$ cat src/rtl/pwr_wake_ctl.sv
module pwr_wake_ctl #(
  parameter int SYNC_STAGES = 2,
  parameter int DATA_W      = 8
) (
  input  logic              clk,
  input  logic              rst_n,
  input  logic              supply_ok,
  input  logic              bus_wr,
  input  logic              bus_addr,
  input  logic [DATA_W-1:0] bus_wdata,
  output logic [DATA_W-1:0] bus_rdata,
  input  logic              alarm_hit,
  input  logic              kick_n,
  input  logic              other_irq,
  output logic              pwr_drive_low,
  output logic              irq_drive_low
);
  localparam int OFF_BIT  = 3;
  localparam int WAKE_BIT = 1;
  localparam int KICK_BIT = 0;

  logic [SYNC_STAGES:0] kick_sync;
  logic pwr_on, wake_flag, kick_flag, wake_en, kick_en;

  wire kick_fall = kick_sync[SYNC_STAGES] & ~kick_sync[SYNC_STAGES-1];
  wire wr_ctrl   = bus_wr & ~bus_addr;
  wire wr_en_reg = bus_wr &  bus_addr;
  wire evt_on    = (alarm_hit & wake_en) | (kick_fall & kick_en);

  always_ff @(posedge clk or negedge rst_n)
    if (!rst_n) kick_sync <= '1;
    else        kick_sync <= {kick_sync[SYNC_STAGES-1:0], kick_n};

  always_ff @(posedge clk or negedge rst_n)
    if (!rst_n)                          pwr_on <= 1'b1;
    else if (evt_on)                     pwr_on <= 1'b1;
    else if (wr_ctrl && bus_wdata[OFF_BIT]) pwr_on <= 1'b0;

  always_ff @(posedge clk or negedge rst_n)
    if (!rst_n) begin
      wake_flag <= 1'b0;
      kick_flag <= 1'b0;
    end else begin
      if (alarm_hit)                                wake_flag <= 1'b1;
      else if (wr_ctrl && !bus_wdata[WAKE_BIT])     wake_flag <= 1'b0;
      if (kick_fall)                                kick_flag <= 1'b1;
      else if (wr_ctrl && !bus_wdata[KICK_BIT])     kick_flag <= 1'b0;
    end

  always_ff @(posedge clk or negedge rst_n)
    if (!rst_n) begin
      wake_en <= 1'b0;
      kick_en <= 1'b0;
    end else if (wr_en_reg) begin
      wake_en <= bus_wdata[WAKE_BIT];
      kick_en <= bus_wdata[KICK_BIT];
    end

  always_comb begin
    bus_rdata = '0;
    if (bus_addr) begin
      bus_rdata[WAKE_BIT] = wake_en;
      bus_rdata[KICK_BIT] = kick_en;
    end else begin
      bus_rdata[OFF_BIT]  = ~pwr_on;
      bus_rdata[WAKE_BIT] = wake_flag;
      bus_rdata[KICK_BIT] = kick_flag;
    end
  end

  assign pwr_drive_low = pwr_on;
  assign irq_drive_low = supply_ok & ((wake_flag & wake_en) | (kick_flag & kick_en) | other_irq);

  a_r2_off_release: assert property (@(posedge clk) disable iff (!rst_n)
    (wr_ctrl && bus_wdata[OFF_BIT] && !evt_on) |=> !pwr_drive_low);

  a_r3_wake_on: assert property (@(posedge clk) disable iff (!rst_n)
    (alarm_hit && wake_en) |=> (pwr_drive_low && !bus_rdata[OFF_BIT] || bus_addr));

  a_r4_alarm_flag: assert property (@(posedge clk) disable iff (!rst_n)
    alarm_hit |=> wake_flag);

  a_r5_flag_hold: assert property (@(posedge clk) disable iff (!rst_n)
    (wake_flag && !(wr_ctrl && !bus_wdata[WAKE_BIT])) |=> wake_flag);

  a_r8_kick_edge: assert property (@(posedge clk) disable iff (!rst_n)
    ($fell(kick_sync[SYNC_STAGES-1]) && kick_sync[SYNC_STAGES]) |=> kick_flag);

  a_r10_event_wins: assert property (@(posedge clk) disable iff (!rst_n)
    ((kick_fall && kick_en) && wr_ctrl && bus_wdata[OFF_BIT]) |=> pwr_drive_low);
endmodule

$ cat config.mk
export PLATFORM = sky130hd
export DESIGN_NAME = pwr_wake_ctl
export DESIGN_NICKNAME = d
export VERILOG_FILES = /design/src/rtl/pwr_wake_ctl.sv
export SDC_FILE = /design/constraint.sdc
export NUM_CORES = 1
export LEC_CHECK = 0
export BUFFER_PORTS_ARGS = -buffer_cell sky130_fd_sc_hd__buf_2
export CELL_PAD_IN_SITES_DETAIL_PLACEMENT = 1
export CELL_PAD_IN_SITES_GLOBAL_PLACEMENT = 1
export CORE_UTILIZATION = 27
export DETAILED_ROUTE_END_ITERATION = 7
export PLACE_DENSITY = 0.7
export REMOVE_ABC_BUFFERS = 1
export SLEW_MARGIN = 20
export SYNTH_ARGS = -nofsm -noshare
export SYNTH_HDL_FRONTEND = slang
export SYNTH_SLANG_ARGS = --single-unit
$ cat constraint.sdc
create_clock -name clk -period 1.6 [get_ports clk]
set_clock_uncertainty 0.2 [all_clocks]
set_input_delay 0.16 -clock clk [delete_from_list [all_inputs] [get_ports clk]]
set_output_delay 0.16 -clock clk [all_outputs]
set_load 0.02 [all_outputs]
==> key figures <==
Cells and area
  – Area growth syn-to-layout: 43.0%
  – Diode count: 0
  – Post-layout util: 41.3%
  – Post-layout net count: 73
  – Layout cells sized above 1: 48.2%

Drt
  – Drt first pass iters: 3
  – 1st-iter DRT viols: 7
  – Via count: 314
  – Post-route ant nets: 0
  – Final WL: 853 microns
  – DRC Markers: 0
  – Vias/cell: 4.42
  – Wire per inst: 12.0 microns

Min path
  – HP Class: in2reg

STA
  – Slew Viols, Final: 0
  – FMAX: 662 MHz
  – Final Setup Violations: 0
  – Final hold violation count: 0
  – Post-route minimum period: 1.51 ns
  – Period utilization: 94.3%

Pwr
  – Cell internal pwr: 0.377 mW
  – Comb power frac: 21.8%
  – Part of the power in registers: 46.6%
  – Leak pwr: 0.258 nW
  – Power Total: 0.525 mW
  – Power Dens Cells: 978 nW/um^2
  – P_sw: 0.148 mW
  – Sw frac: 28.2%
  – Max VDD drop: 0.407 mV
  – Clock Power Share: 31.6%

GRT
  – Largest net degree at the start of global routing: 9
  – First-pass GRT wire length: 1.35 mm
  – Grt met1 use: 14.8%
  – M2 GR Usage: 24.2%
  – Number of global-route vias before repair: 328
  – GRT busiest layer: met2
  – Gr ovfl total: 0
  – Met3 Use GR: 3.41%
  – Tot GR Track Use: 14.1%
  – Antenna violations before repair: 0

Synth
  – Netlist Area Pre-Place: 375 sq um
  – Post-synth top area cell: dfstp_2
  – Syn Area/Cell: 11.7 sq um
  – Post-synthesis sequential area ratio: 54.7%
  – Most common cell in the netlist: buf_4
  – Yosys warnings: 0
  – Commonest cells in the synthesized netlist: buf_4, dfrtp_1, dfstp_2, mux2_2
  – Top cells by area, synth: dfstp_2, dfrtp_1, buf_4, mux2_2, a221o_1
  – Main flop type after synthesis: dfstp_2
  – Yosys cell types: 18
  – Top cell type's share of synthesized area: 28.0%
  – EDFF count, synth: 0
  – Yosys reg bits: 8
  – Synth Instances: 32
  – Async SR Flop Fraction: 100%

Placed design
  – Port bufs: 15
  – Routability cong.: 0.716
  – Detailed placement HPWL: 540 microns

CTS
  – CTS tree: built
  – TritonCTS buffer count: 3
  – Longest Clk Path Bufs: 2
  – # H-tree levels: 1
  – Worst-path clk slew: 0.06 ns
  – Clock sink count: 8
  – Worst-skew pair later-pin latency: 0.25 ns
  – Root Driver: clkbuf_4

Critical path
  – CP cell instances: a221oi_2 -> nor2b_1 -> buf_2
  – CP startpoint kind: register
  – Worst path slowest cell: dfrtp_1
  – Worst setup path class: reg2out
  – Max incr delay on CP: 0.41 ns
  – Critical path arrival: 1.15 ns
  – Crit path required time: 1.24 ns
  – Worst-path fanout max: 4
  – Critical path endpoint category: primary output

Die
  – DIE WIDTH: 39.3 microns
  – Initial core utilization: 28.8%
  – IO Pins: 26
  – Placeable Area: 1300 sq um
  – Chip Height: 39.3 microns
  – Num rows: 13
  – Die ar.: 1540 sq um

Status
  – Run status: complete, no violations

Flow run
  – Max_cap viols: 0
power groups by stage:
| stage | logic [mW] | clock network (mW) | registers (mW) |
|---|---|---|---|
| 2_1_floorplan | 0.0559 | 0 | 0.247 |
| 3_3_place_gp | 0.0959 | 0 | 0.245 |
| 3_5_place_dp | 0.0978 | 0 | 0.246 |
| 4_1_cts | 0.108 | 0.176 | 0.243 |
| 5_1_grt | 0.126 | 0.181 | 0.248 |
| 6_report | 0.114 | 0.166 | 0.245 |
cells in the final DEF, fill, tap and decap left out:
cell,instances
a21o_1,1
a221o_1,1
a221oi_2,1
and3b_1,1
buf_2,15
buf_4,1
clkbuf_1,1
clkbuf_4,3
conb_1,5
dfrtp_1,4
dfstp_2,4
dlygate4sd3_1,5
inv_1,2
mux2_2,3
nand2_1,2
nand3b_1,1
nor2_1,1
nor2b_1,1
nor3b_1,1
o21ai_0,1
o22ai_1,1
or3b_1,1
layout make-up:
class,count,area [sq um]
multi-input combinational,21,146
clock buffer,4,26.3
tap,15,18.8
fill,160,764
sequential,8,205
inverter,2,7.51
timing repair buffer,21,133
logic make-up after synthesis:
logic type             share of synthesized area, %
AO/OA/AOI/OAI                                  10.0
buffers and inverters                          12.0
flip-flops                                     54.7
AND/OR/NAND/NOR                                13.3
other                                         0.999
multiplexers                                   9.00
per-layer routing:
layer / routed length (microns) / up-vias
li1: - / 150
met1: 309 / 147
met2: 485 / 15
met3: 51 / 2
met4: 6 / 0
met5: 0 / -
state kept, by name, indices dropped and copies added, names as in the netlist:
| name | count |
|---|---|
| kick_en | 1 |
| kick_flag | 1 |
| kick_sync | 3 |
| pwr_drive_low | 1 |
| wake_en | 1 |
| wake_flag | 1 |
worst paths after layout:
path                                    from            end  slack, ns  cells past startpoint
worst max register to register  kick_sync[1]  pwr_drive_low       0.36                      2
min in group asynchronous              rst_n        wake_en       0.08                      2
worst max-delay path                 kick_en  irq_drive_low       0.09                      3
worst min register to register  kick_sync[0]   kick_sync[1]       0.16                      0
max in group asynchronous              rst_n   kick_sync[2]       0.88                      2
worst min-delay path            bus_wdata[3]  pwr_drive_low       0.04                      3
critical path: cells and delay by family (launching register included):
kind,cells,cell delay [ns]
compound gates,1,0.27
buf+inv,1,0.16
flops,1,0.41
simple gates,1,0.06
what timing repair did:
action	CTS	global route
endpoints found under the hold margin	14	0
hold buffers	5	0
buffers inserted	0	1
endpoints found under the setup margin	0	1
resized for setup	0	1
stage by stage:
stage | setup slack, ns | instances | cell area (sq um) | hold WS [ns] | TNS [ns]
floorplan | 0.385 | 31 | 353 | -0.336 | 0
detailed placement | 0.288 | 61 | 447 | -0.189 | 0
CTS | 0.00944 | 70 | 523 | 0.0318 | 0
global route | -0.0104 | 71 | 537 | 0.0634 | -0.0104
global placement | 0.319 | 61 | 447 | -0.194 | 0
finish | 0.0904 | 71 | 537 | 0.0385 | 0
No activity file was read; power rests on OpenSTA's default activity.
